--- src/rtl/eth_tx_pkg.sv ---
package eth_tx_pkg;

  localparam logic [7:0]  PRE_BYTE  = 8'h55;
  localparam logic [7:0]  SFD_BYTE  = 8'hD5;
  localparam logic [31:0] CRC_REFL  = 32'hEDB88320;
  localparam logic [31:0] CRC_SEED  = 32'hFFFFFFFF;

  typedef enum logic [2:0] {
    SRC_PRE,
    SRC_SFD,
    SRC_HOLD,
    SRC_ZERO,
    SRC_FCS
  } byteSrc_t;

  // strobes from control to datapath
  typedef struct packed {
    logic     capture;   // take the offered input byte into the holding register
    logic     load;      // load the shifter with a new byte
    byteSrc_t src;       // which byte to load
    logic     shift;     // move the shifter on by one bit
    logic     crcInit;   // preset the CRC
    logic     crcFeed;   // fold the loaded byte into the CRC
    logic     crcDrain;  // drop the low CRC byte after it has been loaded
  } dpCtrl_t;

  // one byte of CRC-32 in the bit-reversed register form, bit 0 of data first
  function automatic logic [31:0] crcByte(input logic [31:0] crcIn, input logic [7:0] d);
    logic [31:0] c;
    c = crcIn;
    for (int i = 0; i < 8; i++) begin
      if (c[0] ^ d[i]) c = (c >> 1) ^ CRC_REFL;
      else             c = c >> 1;
    end
    return c;
  endfunction

endpackage

--- src/rtl/eth_tx_datapath.sv ---
module eth_tx_datapath
  import eth_tx_pkg::*;
#(
  parameter int BYTE_W = 8
) (
  input  logic              clk,
  input  logic              rstN,
  input  dpCtrl_t           ctrl,
  input  logic [BYTE_W-1:0] inData,
  output logic              serBit
);

  localparam int CRC_W = 32;

  logic [BYTE_W-1:0] holdReg;
  logic [BYTE_W-1:0] shReg;
  logic [CRC_W-1:0]  crcReg;
  logic [BYTE_W-1:0] nextByte;
  logic [CRC_W-1:0]  fcsWord;

  assign fcsWord = ~crcReg;

  always_comb begin
    unique case (ctrl.src)
      SRC_PRE:  nextByte = PRE_BYTE;
      SRC_SFD:  nextByte = SFD_BYTE;
      SRC_HOLD: nextByte = holdReg;
      SRC_ZERO: nextByte = '0;
      SRC_FCS:  nextByte = fcsWord[BYTE_W-1:0];
      default:  nextByte = '0;
    endcase
  end

  always_ff @(posedge clk or negedge rstN) begin
    if (!rstN) begin
      holdReg <= '0;
    end else if (ctrl.capture) begin
      holdReg <= inData;
    end
  end

  always_ff @(posedge clk or negedge rstN) begin
    if (!rstN) begin
      shReg <= '0;
    end else if (ctrl.load) begin
      shReg <= nextByte;
    end else if (ctrl.shift) begin
      shReg <= {1'b0, shReg[BYTE_W-1:1]};
    end
  end

  always_ff @(posedge clk or negedge rstN) begin
    if (!rstN) begin
      crcReg <= CRC_SEED;
    end else if (ctrl.crcInit) begin
      crcReg <= CRC_SEED;
    end else if (ctrl.crcFeed) begin
      crcReg <= crcByte(crcReg, nextByte);
    end else if (ctrl.crcDrain) begin
      crcReg <= {{BYTE_W{1'b1}}, crcReg[CRC_W-1:BYTE_W]};
    end
  end

  assign serBit = shReg[0];

endmodule

--- src/rtl/eth_tx_control.sv ---
module eth_tx_control
  import eth_tx_pkg::*;
#(
  parameter int PRE_BYTES = 7,
  parameter int HDR_BYTES = 14,
  parameter int MIN_DATA  = 46,
  parameter int FCS_BYTES = 4
) (
  input  logic    clk,
  input  logic    rstN,
  input  logic    fcsDisable,
  input  logic    inValid,
  input  logic    inLast,
  output logic    inReady,
  output logic    frameOn,
  output dpCtrl_t dp
);

  localparam int MIN_BODY = HDR_BYTES + MIN_DATA;
  localparam int CNT_W    = $clog2(MIN_BODY + 1);
  localparam int SEG_MAX  = (PRE_BYTES > FCS_BYTES) ? PRE_BYTES : FCS_BYTES;
  localparam int SEG_W    = $clog2(SEG_MAX + 1);
  localparam logic [SEG_W-1:0] LAST_PRE = SEG_W'(PRE_BYTES - 1);
  localparam logic [SEG_W-1:0] LAST_FCS = SEG_W'(FCS_BYTES - 1);
  localparam logic [CNT_W-1:0] BODY_MIN = CNT_W'(MIN_BODY);

  typedef enum logic [2:0] {
    ST_IDLE,
    ST_PRE,
    ST_SFD,
    ST_BODY,
    ST_PAD,
    ST_FCS
  } state_t;

  state_t           state, stNext;
  logic [2:0]       bitCnt;
  logic [SEG_W-1:0] segCnt;
  logic [CNT_W-1:0] bodyCnt;
  logic             holdFull;
  logic             lastSeen;
  logic             fcsOff;
  logic             active;
  logic             byteEnd;
  logic             accept;
  logic             padNeeded;

  assign byteEnd   = (bitCnt == 3'd7);
  assign padNeeded = (bodyCnt < BODY_MIN);
  assign inReady   = (state == ST_IDLE) ||
                     ((state == ST_BODY) && !holdFull && !lastSeen && !byteEnd);
  assign accept    = inValid && inReady;
  assign frameOn   = active;

  always_comb begin
    dp         = '0;
    dp.src     = SRC_PRE;
    stNext     = state;
    dp.capture = accept;
    dp.shift   = active && !byteEnd;
    unique case (state)
      ST_IDLE: begin
        if (accept) begin
          dp.load    = 1'b1;
          dp.src     = SRC_PRE;
          dp.crcInit = 1'b1;
          stNext     = ST_PRE;
        end
      end
      ST_PRE: begin
        if (byteEnd) begin
          dp.load = 1'b1;
          if (segCnt == LAST_PRE) begin
            dp.src = SRC_SFD;
            stNext = ST_SFD;
          end else begin
            dp.src = SRC_PRE;
          end
        end
      end
      ST_SFD: begin
        if (byteEnd) begin
          dp.load    = 1'b1;
          dp.src     = SRC_HOLD;
          dp.crcFeed = 1'b1;
          stNext     = ST_BODY;
        end
      end
      ST_BODY, ST_PAD: begin
        if (byteEnd) begin
          if (state == ST_BODY && holdFull) begin
            dp.load    = 1'b1;
            dp.src     = SRC_HOLD;
            dp.crcFeed = 1'b1;
          end else if (padNeeded) begin
            dp.load    = 1'b1;
            dp.src     = SRC_ZERO;
            dp.crcFeed = 1'b1;
            stNext     = ST_PAD;
          end else if (!fcsOff) begin
            dp.load     = 1'b1;
            dp.src      = SRC_FCS;
            dp.crcDrain = 1'b1;
            stNext      = ST_FCS;
          end else begin
            stNext = ST_IDLE;
          end
        end
      end
      ST_FCS: begin
        if (byteEnd) begin
          if (segCnt == LAST_FCS) begin
            stNext = ST_IDLE;
          end else begin
            dp.load     = 1'b1;
            dp.src      = SRC_FCS;
            dp.crcDrain = 1'b1;
          end
        end
      end
      default: stNext = ST_IDLE;
    endcase
  end

  always_ff @(posedge clk or negedge rstN) begin
    if (!rstN) begin
      state  <= ST_IDLE;
      active <= 1'b0;
      bitCnt <= 3'd0;
      segCnt <= '0;
    end else begin
      state  <= stNext;
      active <= (stNext != ST_IDLE);
      if (dp.load)     bitCnt <= 3'd0;
      else if (active) bitCnt <= bitCnt + 3'd1;
      if (stNext != state) segCnt <= '0;
      else if (dp.load)    segCnt <= segCnt + SEG_W'(1);
    end
  end

  always_ff @(posedge clk or negedge rstN) begin
    if (!rstN) begin
      bodyCnt <= '0;
    end else if (dp.crcInit) begin
      bodyCnt <= '0;
    end else if (dp.crcFeed && (bodyCnt != BODY_MIN)) begin
      bodyCnt <= bodyCnt + CNT_W'(1);
    end
  end

  always_ff @(posedge clk or negedge rstN) begin
    if (!rstN) begin
      holdFull <= 1'b0;
      lastSeen <= 1'b0;
      fcsOff   <= 1'b0;
    end else begin
      if (accept)                                   holdFull <= 1'b1;
      else if (dp.load && (dp.src == SRC_HOLD))     holdFull <= 1'b0;
      if (accept)                                   lastSeen <= inLast;
      if (accept && (state == ST_IDLE))             fcsOff   <= fcsDisable;
    end
  end

endmodule

--- src/rtl/eth_tx_framer.sv ---
module eth_tx_framer
  import eth_tx_pkg::*;
#(
  parameter int PRE_BYTES = 7,
  parameter int HDR_BYTES = 14,
  parameter int MIN_DATA  = 46,
  parameter int FCS_BYTES = 4,
  parameter int BYTE_W    = 8
) (
  input  logic              clk,
  input  logic              rstN,
  input  logic              fcsDisable,
  input  logic              inValid,
  input  logic [BYTE_W-1:0] inData,
  input  logic              inLast,
  output logic              inReady,
  output logic              txBit,
  output logic              txActive
);

  dpCtrl_t dpStrobe;
  logic    serBit;
  logic    frameOn;

  eth_tx_control #(
    .PRE_BYTES (PRE_BYTES),
    .HDR_BYTES (HDR_BYTES),
    .MIN_DATA  (MIN_DATA),
    .FCS_BYTES (FCS_BYTES)
  ) uCtrl (
    .clk        (clk),
    .rstN       (rstN),
    .fcsDisable (fcsDisable),
    .inValid    (inValid),
    .inLast     (inLast),
    .inReady    (inReady),
    .frameOn    (frameOn),
    .dp         (dpStrobe)
  );

  eth_tx_datapath #(
    .BYTE_W (BYTE_W)
  ) uData (
    .clk    (clk),
    .rstN   (rstN),
    .ctrl   (dpStrobe),
    .inData (inData),
    .serBit (serBit)
  );

  assign txBit    = frameOn & serBit;
  assign txActive = frameOn;

endmodule

--- config.mk ---
export PLATFORM = sky130hd
export DESIGN_NAME = eth_tx_framer
export DESIGN_NICKNAME = d
export VERILOG_FILES = /design/src/rtl/eth_tx_pkg.sv /design/src/rtl/eth_tx_datapath.sv /design/src/rtl/eth_tx_control.sv /design/src/rtl/eth_tx_framer.sv
export SDC_FILE = /design/constraint.sdc
export NUM_CORES = 1
export LEC_CHECK = 0
export BUFFER_PORTS_ARGS = -buffer_cell sky130_fd_sc_hd__buf_2
export CAP_MARGIN = 15
export CORE_UTILIZATION = 45
export DETAILED_ROUTE_END_ITERATION = 16
export SYNTH_ARGS = -nofsm -noshare
export SYNTH_HDL_FRONTEND = slang
export SYNTH_SLANG_ARGS = --single-unit
--- constraint.sdc ---
create_clock -name clk -period 8.35 [get_ports clk]
set_input_delay 0.835 -clock clk [delete_from_list [all_inputs] [get_ports clk]]
set_output_delay 0.835 -clock clk [all_outputs]
set_load 0.05 [all_outputs]
==> results by group, run 1 <==
Outcome
  • Run status: complete, no violations

Cells and area
  • Most common cell after layout, fill and taps aside: nor2_1
  • Top library cells by usage in the layout, fill and taps aside: nor2_1 (69), a21oi_1 (49), xnor2_1 (38)
  • Finished Cell Area: 4828 um2
  • Number of filler cells placed in the layout: 940
  • Area grow syn2layout: 6.661%
  • Final standard cell utilization of the core: 49.40%
  • Area used by multi-input combinational logic: 2630 um2
  • Antenna cells: 0
  • Sequential cell area in the final layout: 1717 um2
  • Fraction of final layout cells with drive strength greater than 1: 19.43%
  • Number of nets in the finished design: 509

Drt
  • Initial DRT Pass Iterations: 5
  • Vias per Instance: 5.627
  • DRT iter0 DRCs: 244
  • Routed wirelength normalized by instance count: 17.02 um
  • Total routed wirelength: 10,670 um
  • Vias post-DR: 3,528
  • DRC: 0
  • ANT nets after route: 0

Timing
  • Transition time at the pin with the least slew margin: 0.9624 ns
  • Hold_ws: 0.4928 ns
  • Top achievable clock speed: 0.2485 GHz
  • Pins Over Slew Limit: 0
  • Fraction of the cycle the final worst path needs: 48.20%
  • Final WS setup: 4.325 ns
  • Setup repair after global routing missed its margin: false
  • Total Neg Setup Slack: 0 ns
  • Final critical-path required period: 4.025 ns
  • Final-report setup violation count: 0
  • Final worst clock skew: 0.008979 ns
  • Rel. slew slack: 35.84%
  • Final hold violation count: 0

Yosys
  • Share of the yosys chip area belonging to registers: 37.92%
  • Yosys Warn Count: 0
  • Synthesized netlist cell count: 495
  • Number of enable flip-flop cells after synthesis: 0
  • Library cells used by synthesis: 71
  • Synth async-reset ratio: 100.0%
  • Flop and latch count out of synthesis: 67
  • Average cell area after synthesis: 9.145 um2
  • Most frequently used flop master after synthesis: dfrtp_1
  • Mapped cell area: 4527 um2
  • Net Count, Synth: 515

Placed design
  • Routability-driven placement congestion ratio: 0.8752
  • DP HPWL: 7286 um
  • Number of port buffers: 15
  • Placed Instance Area: 4644 um2
  • Post-Place Setup Slack: 4.381 ns

Setup path
  • Peak fanout along the critical path: 19
  • Crit Path Class: flip-flop to flip-flop
  • Nature of the critical path endpoint: flip-flop
  • Crit path cell chain: ha_1 > ha_1 > inv_2 > nor3_4 > nand2_1 > and4_1 > a211oi_2 > o2111ai_2 > xnor2_2 > mux2i_1 > xor2_1 > a21oi_1
  • Crit start category: flip-flop
  • Critical Path Max Stage Delay: 0.64 ns
  • Critical Path RT: 8.59 ns
  • Arrival time of the worst setup path: 4.27 ns
  • Master of the slowest instance on the critical path: nor3_4
  • Most repeated library cell on the critical path: ha_1

Power and ir drop
  • Power dissipated by switching net loads: 625.2 uW
  • Maximum vdd drop: 145.7 uV
  • Leakage power summed over all cells: 0.001934 uW
  • Gate power share: 43.7%
  • Switching power as a share of total power: 41.20%
  • Total power per unit cell area: 314.3 nW/um2
  • Clock network fraction of total power: 17.2%
  • Int Power: 892.4 uW
  • Share of total power in sequential cells: 39.1%

CTS
  • Post-CTS setup buffer count: 0
  • Number of buffers on the longest clock path: 2
  • Max H-tree Level: 3
  • Hold buffers post-CTS: 0
  • Clk pin slew, worst setup/hold paths: 0.08 ns
  • CTS Buf Count: 9
  • # clock sinks: 67
  • Worst-skew pair later-pin latency: 0.35 ns
  • Root Driver: clkbuf_8
  • Post-cts resize count: 0
  • CTS tree: yes

GRT
  • Global routing usage on met2: 35.73%
  • Met1 usage in global routing: 29.30%
  • Overall Global Routing Usage: 22.22%
  • First-pass GRT wire length: 17,520 um
  • Pin count of the biggest net entering global routing: 68
  • Global routing usage on met3: 4.378%
  • Number of antenna violations at the first check in global routing: 0
  • Busiest grt layer: met2
  • Gr ovfl total: 0
  • Vias in the first global route: 3,363

Worst hold path
  • Class of the most critical hold timing path: flip-flop to flip-flop

Flow run
  • Max-capacitance violation count: 0

Floorplanning
  • Area of the die: 10,460 um2
  • Area inside the core boundary: 9774 um2
  • Vertical die dimension: 102.3 um
  • Starting density of the core: 46.31%
  • Boundary pin count: 16
  • Width of the die: 102.3 um
  • Total number of placement rows: 36
-- worst max-delay path, delay by kind of cell (launching register included) --
kind	cells	cell delay, ns
and+or+nand+nor	3	1.16
adders and majority gates	2	0.72
AOI/OAI and AO/OA	3	0.65
xor gates and xnor gates	2	0.56
DFF	1	0.37
muxes	1	0.25
buffers and inverters	1	0.20
-- path summary, 6_finish.rpt --
| check | from | end | slack [ns] | cells past startpoint |
|---|---|---|---|---|
| min in group asynchronous | rstN | uCtrl.bodyCnt[0]$_DFFE_PN0P_ | 0.66 | 2 |
| worst max-delay path | uCtrl.bitCnt[0]$_DFFE_PN0P_ | uData.crcReg[5]$_DFFE_PN1P_ | 4.33 | 12 |
| worst max register to register | uCtrl.bitCnt[0]$_DFFE_PN0P_ | uData.crcReg[5]$_DFFE_PN1P_ | 4.33 | 12 |
| worst min register to register | uData.shReg[7]$_DFFE_PN0P_ | uData.shReg[7]$_DFFE_PN0P_ | 0.49 | 1 |
| worst min-delay path | uData.shReg[7]$_DFFE_PN0P_ | uData.shReg[7]$_DFFE_PN0P_ | 0.49 | 1 |
| max in group asynchronous | rstN | uCtrl.holdFull$_DFFE_PN0P_ | 7.13 | 2 |
-- synthesized netlist by cell type (all sizes together), types with 2 or more instances --
cell / count / area, um2
nor2: 69 / 259.0
a21oi: 52 / 282.8
xnor2: 43 / 436.7
dfrtp: 35 / 875.8
nand2: 34 / 135.1
dfstp: 32 / 840.8
clkbuf: 24 / 90.09
xor2: 21 / 210.2
nor3: 16 / 91.34
o21ai: 12 / 60.06
a211oi: 11 / 87.58
inv: 11 / 41.29
buf: 10 / 52.55
mux2: 10 / 112.6
mux2i: 8 / 80.08
and3: 7 / 43.79
ha: 7 / 87.58
o211ai: 7 / 57.55
and2: 6 / 37.54
nor2b: 6 / 37.54
o22ai: 5 / 31.28
nand2b: 4 / 25.02
nand3: 4 / 20.02
nand4: 4 / 25.02
o21a: 4 / 30.03
o31ai: 4 / 30.03
or3: 4 / 25.02
a21o: 3 / 22.52
and4: 3 / 28.78
nor4: 3 / 18.77
o211a: 3 / 30.03
o22a: 3 / 26.28
or2: 3 / 18.78
a21boi: 2 / 15.01
a31oi: 2 / 12.51
nand3b: 2 / 15.01
nor4b: 2 / 17.52
o2111ai: 2 / 23.77
o221ai: 2 / 17.52
o2bb2ai: 2 / 23.77
-- per-stage QoR --
stage	total power, uW	std cells
2_1_floorplan	1110	495
4_1_cts	1529	627
3_3_place_gp	1252	611
3_5_place_dp	1261	611
5_1_grt	1629	627
6_report	1518	627
-- flip-flops by register name, indices dropped and copies added, names as in the netlist --
register	flops
uData.holdReg	8
uCtrl.frameOn	1
uData.shReg	8
uCtrl.lastSeen	1
uCtrl.fcsOff	1
uCtrl.segCnt	3
uCtrl.state	3
uCtrl.bodyCnt	6
uCtrl.bitCnt	3
uData.crcReg	32
uCtrl.holdFull	1
-- cell type report --
cell class / count / area share, %
multi-input combinational: 383 / 54.47
tap: 133 / 3.446
clock inverter: 6 / 1.166
timing repair buffer: 17 / 1.866
sequential: 67 / 35.55
inverter: 11 / 0.8551
clock buffer: 10 / 2.643
-- layer usage --
metal | part of all wire [%] | wire [um]
met1 | 46 | 4947
met2 | 48 | 5107
met3 | 3.3 | 348
met4 | 2.5 | 269
met5 | 0 | 0
-- logic make-up (layout without fill, tap and decap cells) --
| group | after synthesis | count (layout) | share of synthesized area (%) |
|---|---|---|---|
| mux | 18 | 18 | 4.257 |
| flops | 67 | 67 | 37.92 |
| simple gates | 171 | 171 | 18.57 |
| fa+ha+maj | 7 | 7 | 1.935 |
| xor+xnor | 64 | 64 | 14.29 |
| buf+inv | 45 | 44 | 4.063 |
| compound gates | 123 | 123 | 18.96 |
-- power groups by stage --
stage               clock network (uW)  logic, uW  registers [uW]
detailed placement                   0        663             598
global placement                     0        657             595
CTS                                270        667             592
floorplan                            0        570             540
finish                             262        663             593
global route                       282        735             612
No activity file was read; power rests on OpenSTA's default activity.
==> run 2, diff against run 1 <==
Settings changed: ABC_AREA from default to 1.
Clock period 8.35 ns to 3.7 ns, I/O delays scaled along.
==> run 2 against run 1 <==
Compared with the run above:
- die area increased by 2.8%
- setup slack got worse by 3.9 ns
- critical path type unchanged
- critical endpoint is now uData.crcReg[20]$_DFFE_PN1P_
- synthesized area increased by 2.8%
- sequential share of layout area decreased by 1.4 points
- design area increased by 4.2%
- first-iteration DRC count decreased by 8.2%
- critical path depth increased by 5
- clock-buffer cell count unchanged
==> results by group, run 2 <==
Timing
  • Pins Over Slew Limit: 0
  • Setup repair after global routing missed its margin: false
  • Transition time at the pin with the least slew margin: 0.8200 ns
  • Final worst clock skew: 0.01176 ns
  • Final critical-path required period: 3.233 ns
  • Final hold violation count: 0
  • Rel. slew slack: 45.34%
  • Final-report setup violation count: 0
  • Top achievable clock speed: 0.3093 GHz
  • Total Neg Setup Slack: 0 ns
  • Fraction of the cycle the final worst path needs: 87.37%

Setup path
  • Crit start category: flip-flop
  • Peak fanout along the critical path: 22
  • Nature of the critical path endpoint: flip-flop
  • Most repeated library cell on the critical path: nand2_1
  • Arrival time of the worst setup path: 3.52 ns
  • Critical Path Max Stage Delay: 0.41 ns
  • Worst r2r path cells: 17
  • Crit Path Class: flip-flop to flip-flop
  • Critical Path RT: 3.98 ns
  • Largest delay share family, worst path: simple AND/OR/NAND/NOR gates
  • Crit path cell chain: ha_1 > ha_1 > nand2_1 > nand2_2 > buf_4 > nand3_2 > nand3_1 > nand2_1 > nand2_2 > nand2_2 > nand2_4 > inv_2 > nand2_1 > nand2_1 > nand2_1 > nand3_1 > a21oi_2
  • Master of the slowest instance on the critical path: ha_1
  • Crit path buf inv count: 2
  • Worst reg2reg setup slack: 0.47 ns
  • Reg2Reg Capture Point: uData.crcReg[20]$_DFFE_PN1P_
  • Worst reg2reg path startpoint: uCtrl.bitCnt[1]$_DFFE_PN0P_

Yosys
  • Most common cell in the netlist: nand2_1
  • Largest area contributor in the synthesized netlist: dfrtp_1
  • Yosys Warn Count: 0
  • Flop and latch count out of synthesis: 67
  • Share of the yosys chip area belonging to registers: 36.88%
  • Net Count, Synth: 624
  • Synth top cells by count: nand2_1 (142), inv_1 (62), nand3_1 (56), dfrtp_1 (35), dfstp_2 (32)
  • Synth async-reset ratio: 100.0%
  • Most frequently used flop master after synthesis: dfrtp_1
  • Post-synth top area share: 18.82%
  • Average cell area after synthesis: 7.706 um2
  • Number of enable flip-flop cells after synthesis: 0
  • Most area-consuming cells after synthesis: dfrtp_1 (19%), dfstp_2 (18%), nand2_1 (11%)
  • Synthesized netlist cell count: 604
  • Library cells used by synthesis: 49
  • Mapped cell area: 4654 um2

Cells and area
  • Registers with the most flip-flops: uData.crcReg: 32 flops, uData.holdReg: 8 flops, uData.shReg: 8 flops
  • Most common cell after layout, fill and taps aside: nand2_1
  • Fraction of final layout cells with drive strength greater than 1: 25.00%
  • Largest register FFs: 32
  • Area grow syn2layout: 8.064%
  • Top library cells by usage in the layout, fill and taps aside: nand2_1 (142), inv_1 (62), nand3_1 (56)
  • Register containing the most flip-flops in the final layout: uData.crcReg
  • Antenna cells: 0
  • Final cell count without fillers: 757
  • Number of nets in the finished design: 639
  • Number of filler cells placed in the layout: 977

Floorplanning
  • Boundary pin count: 16
  • Area of the die: 10,750 um2
  • Width of the die: 103.7 um
  • Vertical die dimension: 103.7 um
  • Starting density of the core: 46.97%
  • Total number of placement rows: 36
  • Area inside the core boundary: 9910 um2

GRT
  • Vias in the first global route: 3,803
  • Gr ovfl total: 0
  • First-pass GRT wire length: 19,800 um
  • Pin count of the biggest net entering global routing: 36
  • Number of antenna violations at the first check in global routing: 0
  • Overall Global Routing Usage: 23.35%

Placed design
  • Number of port buffers: 15
  • Number of cells after detailed placement: 741
  • DP HPWL: 8662 um
  • Routability-driven placement congestion ratio: 0.8864

CTS
  • Clk pin slew, worst setup/hold paths: 0.08 ns
  • Max H-tree Level: 3
  • # clock sinks: 67
  • Post-CTS setup buffer count: 0
  • Root Driver: clkbuf_8
  • Hold buffers post-CTS: 0
  • CTS Buf Count: 9
  • CTS tree: yes
  • Worst-skew pair later-pin latency: 0.35 ns
  • Number of buffers on the longest clock path: 2
  • Post-cts resize count: 0

Power and ir drop
  • Maximum vdd drop: 185.1 uV
  • Total power draw: 1372 uW
  • Leakage power summed over all cells: 0.002411 uW
  • Total power per unit cell area: 272.7 nW/um2

Drt
  • Routed wirelength normalized by instance count: 15.73 um
  • Vias post-DR: 4,097
  • DRC: 0
  • Vias per Instance: 5.412
  • Initial DRT Pass Iterations: 5
  • DRT iter0 DRCs: 224
  • Total routed wirelength: 11,910 um
  • ANT nets after route: 0

Worst hold path
  • Class of the most critical hold timing path: input pin to asynchronous set/reset pin

Flow run
  • Max-capacitance violation count: 0

Outcome
  • Run status: complete, no violations
-- run 2: cell types whose count changed after synthesis, moves of 9 or more --
cell	delta
nand2_1	+109
nand3_2	+11
xnor2_1	-32
nand3_1	+52
inv_1	+52
a21oi_1	-25
a211oi_1	-9
o21ai_0	+20
nor3_1	-10
nand2_2	+30
nor2_1	-38
clkbuf_1	-18
-- run 2: cell type report --
cell class | instances | area, um2 | area share (%)
Timing Repair Buffer | 20 | 112.6 | 2.239
Clock buffer | 10 | 127.6 | 2.537
Sequential cell | 67 | 1717 | 34.13
Tap cell | 133 | 166.4 | 3.308
Multi-Input combinational cell | 448 | 2559 | 50.87
Clock inverter | 6 | 66.31 | 1.318
Inverter | 73 | 281.5 | 5.597
-- run 2: worst max-delay path by stage --
stage / from / end / cells after the start
final: uCtrl.bitCnt[1]$_DFFE_PN0P_ / uData.crcReg[20]$_DFFE_PN1P_ / 17
after global routing: uCtrl.bitCnt[1]$_DFFE_PN0P_ / uData.crcReg[20]$_DFFE_PN1P_ / 18
after CTS: uCtrl.bitCnt[1]$_DFFE_PN0P_ / uData.crcReg[20]$_DFFE_PN1P_ / 18
after detailed placement: uCtrl.bitCnt[0]$_DFFE_PN0P_ / uData.crcReg[20]$_DFFE_PN1P_ / 18
after global placement: uCtrl.bitCnt[0]$_DFFE_PN0P_ / uData.crcReg[20]$_DFFE_PN1P_ / 17
after floorplan: uCtrl.bitCnt[0]$_DFFE_PN0P_ / uCtrl.lastSeen$_DFFE_PN0P_ / 6
-- run 2: layer usage --
layer	up-vias	GRT usage, %	wire length (um)
met5	-	0	0
met2	137	36.29	5351
met4	0	5.408	94
li1	2022	-	-
met1	1931	33.96	5775
met3	7	3.776	687
-- run 2: cells by family after synthesis --
kind of cell,share of synthesized area (%)
buffers and inverters,8.306
AOI/OAI and AO/OA,12.23
DFF,36.88
muxes,2.608
adders and majority gates,1.882
and+or+nand+nor,33.23
xor gates and xnor gates,4.866
-- run 2: worst register-to-register path, cell delays in order (launching register included) --
cell and delay, ns:
dfrtp_1 0.38, ha_1 0.16, ha_1 0.41, nand2_1 0.15, nand2_2 0.36, buf_4 0.38, nand3_2 0.17, nand3_1 0.16
nand2_1 0.08, nand2_2 0.13, nand2_2 0.08, nand2_4 0.13, inv_2 0.10, nand2_1 0.08, nand2_1 0.07, nand2_1 0.08
nand3_1 0.10, a21oi_2 0.14
-- run 2: stage by stage --
| step | utilization, % | hold slack, ns | cell area (um2) | setup slack [ns] |
|---|---|---|---|---|
| after floorplan | - | 0.07441 | 4662 | 0.7119 |
| after global placement | 48.80 | 0.4912 | 4836 | 0.5929 |
| after detailed placement | 48.80 | 0.4940 | 4836 | 0.5422 |
| after CTS | 50.76 | 0.1305 | 5030 | 0.5426 |
| after global routing | 50.76 | 0.1670 | 5030 | 0.1841 |
| final | 50.76 | 0.09722 | 5030 | 0.4673 |
-- run 2: where the power goes --
part           internal [uW]  switching, uW  total, uW  leakage (uW)
Combinational           5.15           16.4       21.6       0.00157
Sequential               734              0        734      0.000752
Clock                    311            305        616     0.0000885
Total                   1050            322       1370       0.00241
==> run 3, diff against run 2 <==
Settings changed: CORE_UTILIZATION 45 to 57, PLACE_DENSITY from default to 0.77.
==> run 3 against run 2 <==
Compared with the run above:
- fmax up 2.5%
- global-route usage grew 5.7 points
- non-clock buffer count did not move
- worst hold slack improved by 0.075 ns
- combinational power barely moved
- sequential share of layout area up 0.11 points
- clock power increased by 11%
- final cell count shrank 4.1%
- core utilization rose by 13 points
- power grew 4.9%
- critical path type unchanged
- largest power group unchanged
==> results by group, run 3 (same netlist as run 2, synthesis figures left out) <==
Floorplanning
  • Width of the die: 92.37 um
  • Starting density of the core: 59.62%
  • Vertical die dimension: 92.37 um
  • Total number of placement rows: 32
  • Area of the die: 8531 um2
  • Boundary pin count: 16
  • Area inside the core boundary: 7807 um2

Timing
  • Rel. slew slack: 31.49%
  • Transition time at the pin with the least slew margin: 1.028 ns
  • Final WS setup: 0.5462 ns
  • Final hold violation count: 0
  • Setup repair after global routing missed its margin: false
  • Top achievable clock speed: 0.3171 GHz
  • Final worst clock skew: 0.009066 ns
  • Pins Over Slew Limit: 0
  • Final-report setup violation count: 0
  • Final critical-path required period: 3.154 ns
  • Total Neg Setup Slack: 0 ns
  • Fraction of the cycle the final worst path needs: 85.24%

CTS
  • Worst-skew pair later-pin latency: 0.36 ns
  • Post-CTS setup buffer count: 0
  • CTS tree: yes
  • Number of buffers on the longest clock path: 2
  • Clk pin slew, worst setup/hold paths: 0.08 ns
  • # clock sinks: 67
  • CTS Buf Count: 9
  • Hold buffers post-CTS: 0
  • Post-cts resize count: 0
  • Root Driver: clkbuf_8
  • Max H-tree Level: 3

Setup path
  • Master of the slowest instance on the critical path: ha_1
  • Arrival time of the worst setup path: 3.45 ns
  • Crit path cell chain: ha_1 > ha_1 > inv_1 > nor3_2 > nor2_4 > nand2_2 > nand3_1 > nand2_1 > nand2_2 > nand2_2 > nand2_4 > inv_2 > nand2_1 > nand2_1 > inv_1 > nand2_1 > nand3_1 > a21oi_2
  • Setup crit start: uCtrl.bitCnt[0]$_DFFE_PN0P_
  • Reg2Reg Capture Point: uData.crcReg[20]$_DFFE_PN1P_
  • Critical Path RT: 3.99 ns
  • Crit Path Class: flip-flop to flip-flop
  • Nature of the critical path endpoint: flip-flop
  • Peak fanout along the critical path: 12
  • Critical Path Max Stage Delay: 0.41 ns
  • Crit start category: flip-flop
  • Worst r2r path cells: 18
  • Worst reg2reg setup slack: 0.55 ns
  • Most repeated library cell on the critical path: nand2_1
  • Worst reg2reg path startpoint: uCtrl.bitCnt[0]$_DFFE_PN0P_

Cells and area
  • Registers with the most flip-flops: uData.crcReg: 32 flops, uData.holdReg: 8 flops, uData.shReg: 8 flops
  • Final cell count without fillers: 726
  • Final standard cell utilization of the core: 64.21%
  • Register containing the most flip-flops in the final layout: uData.crcReg
  • Antenna cells: 0
  • Sequential cell area in the final layout: 1717 um2
  • Area grow syn2layout: 7.715%
  • Top library cells by usage in the layout, fill and taps aside: nand2_1 (142), inv_1 (62), nand3_1 (56)
  • Fraction of final layout cells with drive strength greater than 1: 25.00%
  • Area used by multi-input combinational logic: 2559 um2
  • Most common cell after layout, fill and taps aside: nand2_1
  • Number of nets in the finished design: 639
  • Largest register FFs: 32
  • Number of filler cells placed in the layout: 681

GRT
  • First-pass GRT wire length: 19,240 um
  • Vias in the first global route: 4,094
  • Pin count of the biggest net entering global routing: 46
  • Overall Global Routing Usage: 29.09%
  • Number of antenna violations at the first check in global routing: 0
  • Gr ovfl total: 0

Power and ir drop
  • Int Power: 1119 uW
  • Switching power as a share of total power: 22.23%
  • Total power per unit cell area: 287.1 nW/um2
  • Power dissipated by switching net loads: 320.1 uW
  • Gate power share: 1.5%
  • Share of total power in sequential cells: 51.0%
  • Leakage power summed over all cells: 0.002425 uW
  • Maximum vdd drop: 217.0 uV
  • Clock network fraction of total power: 47.6%

Drt
  • DRC: 0
  • Vias per Instance: 5.729
  • Initial DRT Pass Iterations: 5
  • ANT nets after route: 0
  • Routed wirelength normalized by instance count: 15.82 um
  • Total routed wirelength: 11,490 um
  • DRT iter0 DRCs: 207
  • Vias post-DR: 4,159

Flow run
  • Max-capacitance violation count: 0

Worst hold path
  • Class of the most critical hold timing path: input pin to asynchronous set/reset pin

Placed design
  • DP HPWL: 8435 um
  • Post-Place Setup Slack: 0.5969 ns
  • Routability-driven placement congestion ratio: 0.9635
  • Number of port buffers: 15
  • Number of cells after detailed placement: 710

Outcome
  • Run status: complete, no violations
-- run 3: worst max-delay path: cells and delay by family, from the launching register on --
kind	cells	cell delay, ns
DFF	1	0.37
buffers and inverters	3	0.38
and+or+nand+nor	12	1.64
AOI/OAI and AO/OA	1	0.13
adders and majority gates	2	0.57
-- run 3: worst max path at each step --
stage	end	cells after the start	slack [ns]
finish	uData.crcReg[20]$_DFFE_PN1P_	18	0.55
global route	uData.crcReg[20]$_DFFE_PN1P_	18	0.25
CTS	uData.crcReg[29]$_DFFE_PN1P_	18	0.57
detailed placement	uData.crcReg[20]$_DFFE_PN1P_	18	0.60
global placement	uData.crcReg[20]$_DFFE_PN1P_	18	0.72
floorplan	uCtrl.lastSeen$_DFFE_PN0P_	6	0.71
-- run 3: per-stage QoR --
stage,area (um2),total power (uW),hold slack [ns]
2_1_floorplan,4662,746.8,0.07441
3_3_place_gp,4797,769.2,0.4962
3_5_place_dp,4797,769.3,0.5032
4_1_cts,5014,1452,0.2242
5_1_grt,5014,1492,0.2174
6_report,5014,1440,0.1725
-- run 3: layer usage --
layer / global-route usage (%) / vias up / routed length [um]
li1: - / 2017 / -
met5: 0 / - / 0
met1: 38.11 / 1963 / 5150
met3: 6.650 / 36 / 816
met2: 44.88 / 143 / 5146
met4: 15.10 / 0 / 374
-- run 3: layout make-up --
type,count,share of cell area [%]
multi-input cells,448,51.04
flip-flops and latches,67,34.24
inverters,73,5.615
clock buffers,10,2.546
well taps,102,2.546
repair buffers,20,2.246
clock inverters,6,1.772
-- run 3: power groups by stage --
stage / Sequential, uW / Combinational [uW] / Clock [uW]
global route: 734 / 25.2 / 734
finish: 734 / 21.3 / 685
detailed placement: 747 / 22.8 / 0
floorplan: 747 / 0.109 / 0
CTS: 734 / 22.8 / 696
global placement: 747 / 22.7 / 0
